--- src/rtl/vam_pkg.sv ---
package vam_pkg;
  typedef enum logic {
    MAP_NATIVE = 1'b0,
    MAP_LEGACY = 1'b1
  } map_mode_e;

  localparam int unsigned DEF_CNT_W  = 14;
  localparam int unsigned DEF_PHYS_W = 16;
  localparam int unsigned DEF_DATA_W = 16;
  localparam int unsigned DEF_STEP_W = 8;
  localparam int unsigned DEF_JUMP   = 9;
endpackage

--- src/rtl/vam_addr_counter.sv ---
// Address counter with programmable step; the step register is locked in legacy mode.
module vam_addr_counter
  import vam_pkg::*;
#(
  parameter int unsigned CNT_W  = DEF_CNT_W,
  parameter int unsigned PAGE_W = 2,
  parameter int unsigned STEP_W = DEF_STEP_W
) (
  input  logic              clk,
  input  logic              rst_n,
  input  map_mode_e         mode,
  input  logic              load,
  input  logic [CNT_W-1:0]  load_cnt,
  input  logic [PAGE_W-1:0] load_page,
  input  logic              step_we,
  input  logic [STEP_W-1:0] step_val,
  input  logic              advance,
  output logic [CNT_W-1:0]  cnt,
  output logic [PAGE_W-1:0] page
);
  localparam int unsigned ADD_W = STEP_W + 1;

  logic [STEP_W-1:0] step_q;
  logic [ADD_W-1:0]  add_amt;
  logic [CNT_W-1:0]  add_ext;
  logic [CNT_W-1:0]  cnt_next;

  // Legacy mode steps the word offset held in the upper counter bits.
  always_comb begin
    if (mode == MAP_LEGACY) add_amt = {step_q, 1'b0};
    else                    add_amt = {1'b0, step_q};
    add_ext  = CNT_W'(add_amt);
    cnt_next = cnt + add_ext;
  end

  always_ff @(posedge clk) begin
    if (!rst_n) begin
      cnt  <= '0;
      page <= '0;
    end else if (load) begin
      cnt  <= load_cnt;
      page <= load_page;
    end else if (advance) begin
      cnt  <= cnt_next;
    end
  end

  always_ff @(posedge clk) begin
    if (!rst_n)                               step_q <= '0;
    else if (step_we && mode == MAP_NATIVE)   step_q <= step_val;
  end
endmodule

--- src/rtl/vam_addr_permute.sv ---
// Combinational mapping of counter bits onto the physical byte address.
module vam_addr_permute
  import vam_pkg::*;
#(
  parameter int unsigned CNT_W    = DEF_CNT_W,
  parameter int unsigned PHYS_W   = DEF_PHYS_W,
  parameter int unsigned JUMP_BIT = DEF_JUMP
) (
  input  map_mode_e                 mode,
  input  logic                      xmem_en,
  input  logic [CNT_W-1:0]          cnt,
  input  logic [PHYS_W-CNT_W-1:0]   page,
  output logic [PHYS_W-1:0]         phys,
  output logic                      swap
);
  localparam int unsigned PAGE_W = PHYS_W - CNT_W;

  logic [CNT_W-1:0]  legacy_low;
  logic [PAGE_W-1:0] native_high;

  // Legacy order: bit 0 dropped, JUMP_BIT moves to bit 1, 1..JUMP_BIT-1 move up one.
  for (genvar k = 0; k < CNT_W; k++) begin : g_perm
    if (k == 0) begin : g_zero
      assign legacy_low[k] = 1'b0;
    end else if (k == 1) begin : g_jump
      assign legacy_low[k] = cnt[JUMP_BIT];
    end else if (k <= JUMP_BIT) begin : g_shift
      assign legacy_low[k] = cnt[k-1];
    end else begin : g_keep
      assign legacy_low[k] = cnt[k];
    end
  end

  assign native_high = xmem_en ? page : '0;

  always_comb begin
    if (mode == MAP_LEGACY) begin
      phys = {{PAGE_W{1'b0}}, legacy_low};
      swap = cnt[0];
    end else begin
      phys = {native_high, cnt};
      swap = 1'b0;
    end
  end
endmodule

--- src/rtl/vam_out_stage.sv ---
// Single output register on the memory-side stream, with optional byte reversal.
module vam_out_stage #(
  parameter int unsigned PHYS_W = 16,
  parameter int unsigned DATA_W = 16
) (
  input  logic              clk,
  input  logic              rst_n,
  input  logic              in_fire,
  input  logic [PHYS_W-1:0] in_addr,
  input  logic              in_swap,
  input  logic [DATA_W-1:0] in_data,
  output logic              out_valid,
  input  logic              out_ready,
  output logic              can_take,
  output logic [PHYS_W-1:0] out_addr,
  output logic              out_swap,
  output logic [DATA_W-1:0] out_data
);
  localparam int unsigned NBYTES = DATA_W / 8;

  logic [DATA_W-1:0] reversed;
  logic [DATA_W-1:0] data_sel;

  for (genvar b = 0; b < NBYTES; b++) begin : g_rev
    assign reversed[b*8 +: 8] = in_data[(NBYTES-1-b)*8 +: 8];
  end

  assign data_sel = in_swap ? reversed : in_data;
  assign can_take = !out_valid || out_ready;

  always_ff @(posedge clk) begin
    if (!rst_n) begin
      out_valid <= 1'b0;
      out_addr  <= '0;
      out_swap  <= 1'b0;
      out_data  <= '0;
    end else if (in_fire) begin
      out_valid <= 1'b1;
      out_addr  <= in_addr;
      out_swap  <= in_swap;
      out_data  <= data_sel;
    end else if (out_ready) begin
      out_valid <= 1'b0;
    end
  end
endmodule

--- src/rtl/vram_addr_mapper.sv ---
module vram_addr_mapper
  import vam_pkg::*;
#(
  parameter int unsigned CNT_W    = DEF_CNT_W,
  parameter int unsigned PHYS_W   = DEF_PHYS_W,
  parameter int unsigned DATA_W   = DEF_DATA_W,
  parameter int unsigned STEP_W   = DEF_STEP_W,
  parameter int unsigned JUMP_BIT = DEF_JUMP
) (
  input  logic              clk,
  input  logic              rst_n,
  input  logic              legacy_mode,
  input  logic              xmem_en,
  input  logic              cmd_load,
  input  logic [PHYS_W-1:0] cmd_addr,
  input  logic              inc_we,
  input  logic [STEP_W-1:0] inc_val,
  input  logic              acc_valid,
  output logic              acc_ready,
  input  logic [DATA_W-1:0] acc_wdata,
  output logic              mem_valid,
  input  logic              mem_ready,
  output logic [PHYS_W-1:0] mem_addr,
  output logic              mem_swap,
  output logic [DATA_W-1:0] mem_wdata
);
  localparam int unsigned PAGE_W = PHYS_W - CNT_W;

  map_mode_e         mode;
  logic [CNT_W-1:0]  cnt;
  logic [PAGE_W-1:0] page;
  logic [PHYS_W-1:0] phys;
  logic              swap;
  logic              can_take;
  logic              fire;

  assign mode      = legacy_mode ? MAP_LEGACY : MAP_NATIVE;
  assign acc_ready = can_take && !cmd_load;
  assign fire      = acc_valid && acc_ready;

  vam_addr_counter #(
    .CNT_W (CNT_W),
    .PAGE_W(PAGE_W),
    .STEP_W(STEP_W)
  ) u_cnt (
    .clk      (clk),
    .rst_n    (rst_n),
    .mode     (mode),
    .load     (cmd_load),
    .load_cnt (cmd_addr[CNT_W-1:0]),
    .load_page(cmd_addr[PHYS_W-1:CNT_W]),
    .step_we  (inc_we),
    .step_val (inc_val),
    .advance  (fire),
    .cnt      (cnt),
    .page     (page)
  );

  vam_addr_permute #(
    .CNT_W   (CNT_W),
    .PHYS_W  (PHYS_W),
    .JUMP_BIT(JUMP_BIT)
  ) u_perm (
    .mode   (mode),
    .xmem_en(xmem_en),
    .cnt    (cnt),
    .page   (page),
    .phys   (phys),
    .swap   (swap)
  );

  vam_out_stage #(
    .PHYS_W(PHYS_W),
    .DATA_W(DATA_W)
  ) u_out (
    .clk      (clk),
    .rst_n    (rst_n),
    .in_fire  (fire),
    .in_addr  (phys),
    .in_swap  (swap),
    .in_data  (acc_wdata),
    .out_valid(mem_valid),
    .out_ready(mem_ready),
    .can_take (can_take),
    .out_addr (mem_addr),
    .out_swap (mem_swap),
    .out_data (mem_wdata)
  );
endmodule

--- config.mk ---
export PLATFORM = sky130hd
export DESIGN_NAME = vram_addr_mapper
export DESIGN_NICKNAME = d
export VERILOG_FILES = /design/src/rtl/vam_pkg.sv /design/src/rtl/vam_addr_counter.sv /design/src/rtl/vam_addr_permute.sv /design/src/rtl/vam_out_stage.sv /design/src/rtl/vram_addr_mapper.sv
export SDC_FILE = /design/constraint.sdc
export NUM_CORES = 1
export LEC_CHECK = 0
export BUFFER_PORTS_ARGS = -buffer_cell sky130_fd_sc_hd__buf_2
export CORE_MARGIN = 5
export CORE_UTILIZATION = 47
export DETAILED_ROUTE_END_ITERATION = 8
export PLACE_DENSITY_LB_ADDON = 0.12
export SETUP_SLACK_MARGIN = 0.4
export SLEW_MARGIN = 10
export SYNTH_ARGS = -nofsm -noshare
export SYNTH_HDL_FRONTEND = slang
export SYNTH_SLANG_ARGS = --single-unit
--- constraint.sdc ---
create_clock -name clk -period 2.6 [get_ports clk]
set_input_delay 0.26 -clock clk [delete_from_list [all_inputs] [get_ports clk]]
set_output_delay 0.26 -clock clk [all_outputs]
set_load 0.02 [all_outputs]
## After elaboration in Yosys (flattened, before gate mapping)

Index checks and enable logic that the tools add are counted.

| word-level totals | value |
|---|---|
| register bits after elaboration | 58 |
| bits in latches | 0 |
| bits in writable memories | 0 |
| memory bits (read-only) | 0 |
| input port bits | 48 |
| output and inout port bits | 35 |
| logic and storage cells | 27 |
| memories | 0 |

| operators by class | value |
|---|---|
| add/sub/neg operators | 1 |
| $mul | 0 |
| div/mod/pow operators | 0 |
| order comparisons | 0 |
| equal/unequal tests | 0 |
| shift operators | 0 |
| mux-type cells | 10 |
| bitwise logic cells | 1 |
| reduce and logical (&&, ||, !) cells | 8 |

Operators with widths:

| operator | number |
|---|---|
| $mux 16 | 2 |
| $mux 14 | 2 |
| $add 14x9->14 | 1 |
| $mux 9 | 1 |
| $mux 1 | 4 |
| $reduce_bool 2->1 | 2 |
| $logic_and 1x1->1 | 3 |
| $logic_not 1->1 | 2 |
| $mux 2 | 1 |
| $logic_or 1x1->1 | 1 |
| $not 1->1 | 1 |

## Logic depth before layout (Yosys ltp)

| logic depth | value |
|---|---|
| depth after elaboration | 6 |
| gate-level depth with buffers | 9 |
| gate-level depth less buffers | 8 |

## Hierarchy

A second synthesis with hierarchy kept.

| second synthesis, totals | value |
|---|---|
| cells, all modules | 329 |
| area total of the unflattened synthesis | 3,218.1 µm² |

By module, submodules not included:

| module | instances | cells each | area each (µm²) | seq. area each (µm²) |
|---|---|---|---|---|
| vam_addr_counter | 1 | 179 | 1,612.8 | 480.5 |
| vam_out_stage | 1 | 130 | 1,388.8 | 680.7 |
| vam_addr_permute | 1 | 18 | 201.4 | 0.0 |
| vram_addr_mapper | 1 | 2 | 15.0 | 0.0 |

## Least setup slack after synthesis

OpenSTA, ideal clock, no wires.

| timing | value |
|---|---|
| path kind | input port to flip-flop |
| from | input port legacy_mode |
| to | register u_cnt.cnt[10] |
| library setup time | 79 ps |
| data arrival time | 2,470 ps |
| data required time | 2,521 ps |
| path slack | 51 ps |
| cell stages on the path | 9 |
| buffers on the path | 2 |
| cell sequence | buf_2 > buf_2 > mux2_2 > fa_1 > a21o_1 > a221oi_2 > o21ai_0 > a21o_1 > o211ai_1 |

| between the ends | value |
|---|---|
| longest elaborated chain between the ends | 5 |

RTL lines:

| item | RTL line | RTL |
|---|---|---|
| from (decl) | vram_addr_mapper.sv:12 | `input logic legacy_mode,` |
| $mux 1 | vram_addr_mapper.sv:37 | `assign mode = legacy_mode ? MAP_LEGACY : MAP_NATIVE;` |
| $mux 9 | vam_addr_counter.sv:30 | `if (mode == MAP_LEGACY) add_amt = {step_q, 1'b0};` |
| $add 14x9->14 | vam_addr_counter.sv:33 | `cnt_next = cnt + add_ext;` |
| $mux 14 | vam_addr_counter.sv:43 | `end else if (advance) begin` |
| $mux 14 | vam_addr_counter.sv:40 | `end else if (load) begin` |
| to (signal assigned) | vam_addr_counter.sv:41 | `cnt <= load_cnt;` |
| to (signal assigned) | vam_addr_counter.sv:44 | `cnt <= cnt_next;` |
| to (decl) | vam_addr_counter.sv:18 | `output logic [CNT_W-1:0] cnt,` |

No other way between the ends. The select of a mux whose other input is x is not followed.
A chain may end at the register's enable or synchronous reset.

## Worst setup path in the final report

| timing | value |
|---|---|
| from | register u_cnt.step_q[0] |
| to | register u_cnt.cnt[12] |

| between the ends | value |
|---|---|
| longest elaborated chain between the ends | 4 |

RTL lines:

| item | RTL line | RTL |
|---|---|---|
| from (decl) | vam_addr_counter.sv:23 | `logic [STEP_W-1:0] step_q;` |
| from (signal assigned) | vam_addr_counter.sv:50 | `else if (step_we && mode == MAP_NATIVE) step_q <= step_val;` |
| $mux 9 | vam_addr_counter.sv:30 |  |
| $add 14x9->14 | vam_addr_counter.sv:33 |  |
| $mux 14 | vam_addr_counter.sv:43 |  |
| $mux 14 | vam_addr_counter.sv:40 |  |

No other way between the ends. The select of a mux whose other input is x is not followed.

==> summary.txt <==
Setup path
  – Kind of critical path: reg -> reg
  – Critical R2R Capture: u_cnt.cnt[12]
  – Reg2reg setup slack: ~0.48 ns
  – CP Capture Type: register
  – CP required: between 2 and 3 ns
  – R2r worst-path depth: 8
  – CP startpoint kind: register
  – Critical R2R Launch: u_cnt.step_q[0]
  – Crit path arrival time: around 2.4 ns
  – Crit path max fanout: 3

Yosys
  – Mean post-synth cell area: about 8.4 um2
  – Count leader, synth: dfxtp_1
  – Net Count, Synth: ~420
  – Synth unique cells: 48
  – Post-synth EDFFs: 0
  – #FFs+latches synth: 58
  – Synth warnings: 0
  – Async set or reset register ratio after synthesis: 0%
  – Commonest cells post-synth: dfxtp_1, nand2_1, nor2_1, nand3_1, a21oi_1
  – Top FF cell, synth: dfxtp_1
  – Synth Cell Area: slightly above 0.003 mm2
  – Cell taking the most area after synthesis: dfxtp_1
  – Yosys top cell area share: 37.7%
  – Part of the Yosys area used for sequential elements: about 38%
  – Synth area leaders: dfxtp_1, mux2i_1, nand2_1, nor2_1, a311oi_1
  – Synthesized instance count: around 370

Timing
  – Max Fclk: 0.471 GHz
  – Endpoints failing setup: 0
  – Max-slew violations: 0
  – Setup Total Neg Slack: 0 ns
  – Worst Hold Slack: roughly 0.16 ns
  – Worst slew pin tran: 0.587 ns
  – Clock skew: 0.00759 ns
  – Slew margin rel.: between 60% and 70%
  – Min Tclk post-route: about 2.1 ns
  – Final hold violations: 0
  – RSZ-0062 raised after global routing: true
  – Post-route clock period utilization: between 80% and 90%

Power and ir drop
  – Sw power: between 0.6 and 0.7 mW
  – Maximum vdd drop: roughly 0.55 mV
  – Pwr dens: around 600 mW/mm2
  – Clock network power share: between 40 and 50%
  – Flop pwr share: between 40% and 50%
  – Pleak: 1.62 nW
  – Combinational power share: between 10% and 20%
  – Net Sw Frac: roughly 28%
  – Power, Total: 2.31 mW
  – P_int: ~1.7 mW

Routing
  – DRT antenna net count: 0
  – Vias: 2937
  – Iteration count of the initial detailed-routing pass: 4
  – WL per Instance: between 15 and 20 um
  – DRC: 0
  – Detailed Route Iter0 Violations: ~170
  – DR vias/cell: around 5.7
  – DRT Wirelength: roughly 8.1 mm

Die
  – Total core area: approximately 0.0063 mm2
  – Chip Height: about 91 um
  – Io pins: 83
  – Std cell rows: 29
  – Die area: 0.00826 mm2
  – Initial cell density of the core: 48.5%
  – Die W: a little over 90 um

Min path
  – Hold Path Stages: 3
  – Hold EP: u_cnt.step_q[6]
  – Min-delay src: inc_val[6]
  – HP Class: in -> reg

Global routing
  – GR Util All Layers: a little under a fifth
  – Global-route wire length before repair: approximately 13 mm
  – Initial antenna violation count: 0
  – Vias in the first global route: ~2800
  – Gr ovfl total: 0
  – Pin count of the biggest net entering global routing: 60

Placed design
  – Final HPWL DP: 5.85 mm
  – Port Buffers: 82
  – RD Place Congestion: 0.850

Clocking
  – Postcts setup bufs: 0
  – CTS tree: done
  – H-tree levels: 3
  – Clock latency on the worst-skew pair: around 0.33 ns
  – Root Buffer: clkbuf_8
  – Clock buffer depth: 2
  – Sink Count: 58
  – Post-cts resize count: 0
  – Worst-path clk slew: roughly 0.070 ns
  – Cts-stage hold buffer count: 0
  – TritonCTS buffer count: 9

Layout
  – Inserted Diodes: 0
  – Final design utilization: between 50 and 60%
  – Layout cells sized above 1: between 20% and 30%
  – Final Net Count: between 400 and 500
  – Synth-to-Final Area Change: 22.9%

Outcome
  – Status: completed

Job
  – Max_cap viols: 0
==> cell usage in the layout (no fill, tap or decap), types with 10 or more instances in the layout <==
master    Yosys  final
a311oi_1     16     16
dfxtp_1      58     58
clkbuf_8      3     10
mux2i_1      20     20
nand2_1      47     47
a211oi_1     11     10
nor2_1       47     47
nand3_1      24     24
a21oi_1      22     22
buf_2         7     82
==> worst max-delay path, cell delays in order (launching register included) <==
cell and delay [ns]:
dfxtp_1 0.33, nor2b_1 0.14, ha_1 0.21, fa_2 0.36
a21o_1 0.21, a221oi_4 0.33, o211ai_1 0.16, a21o_1 0.18
a31oi_1 0.14
==> power groups by stage <==
stage | sequential, mW | clock, mW | combinational, mW
floorplan | 1.03 | 0 | 0.247
global placement | 1.01 | 0 | 0.393
detailed placement | 1.00 | 0 | 0.396
CTS | 0.985 | 0.940 | 0.398
global route | 0.992 | 0.977 | 0.439
finish | 0.986 | 0.926 | 0.398
==> final cells by class <==
cell class | count | area, um2
fill | 585 | 2570
multi-input combinational | 271 | 1800
sequential | 58 | 1160
timing repair buffer | 90 | 483
clock buffer | 11 | 141
tap | 77 | 96.3
clock inverter | 5 | 77.6
inverter | 7 | 26.3
==> stage by stage <==
stage	instances	worst slack [ns]	cell area, um2
2_1_floorplan	365	0.414	3160
3_3_place_gp	503	0.336	3560
3_5_place_dp	503	0.297	3560
4_1_cts	519	0.466	3780
5_1_grt	519	0.390	3780
6_report	519	0.478	3780
==> state kept, by name (all words and copies together), names as in the netlist <==
name             flops
u_cnt.page           2
u_out.out_valid      1
u_out.out_addr      16
u_cnt.step_q         8
u_cnt.cnt           14
u_out.out_data      16
u_out.out_swap       1
==> worst max-delay path by stage <==
| stage | startpoint | to | slack, ns |
|---|---|---|---|
| after floorplan | legacy_mode | u_cnt.cnt[13] | 0.41 |
| after global placement | legacy_mode | u_cnt.cnt[13] | 0.34 |
| after detailed placement | legacy_mode | u_cnt.cnt[13] | 0.30 |
| after CTS | u_cnt.step_q[0] | u_cnt.cnt[10] | 0.47 |
| after global routing | u_cnt.step_q[0] | u_cnt.cnt[12] | 0.39 |
| final | u_cnt.step_q[0] | u_cnt.cnt[12] | 0.48 |
==> kinds of logic (layout without fill, tap and decap cells) <==
kind of cell	Yosys count	in the layout	share of synthesized area [%]
flops	58	58	37.7
compound gates	86	86	19.6
simple gates	141	141	20.7
buf+inv	36	113	6.51
xor+xnor	6	6	1.71
mux	28	28	9.43
fa+ha+maj	10	10	4.31
==> metal layers <==
metal | GRT usage, % | share of wire [%] | wire length, um | vias up
met5 | 0 | 0 | 0 | -
met4 | 7.21 | 1.9 | 153 | 0
met3 | 5.08 | 5.5 | 441 | 17
met2 | 28.9 | 44 | 3550 | 86
met1 | 26.4 | 48 | 3900 | 1368
li1 | - | - | - | 1466
Power figures use the tool's default switching activity.
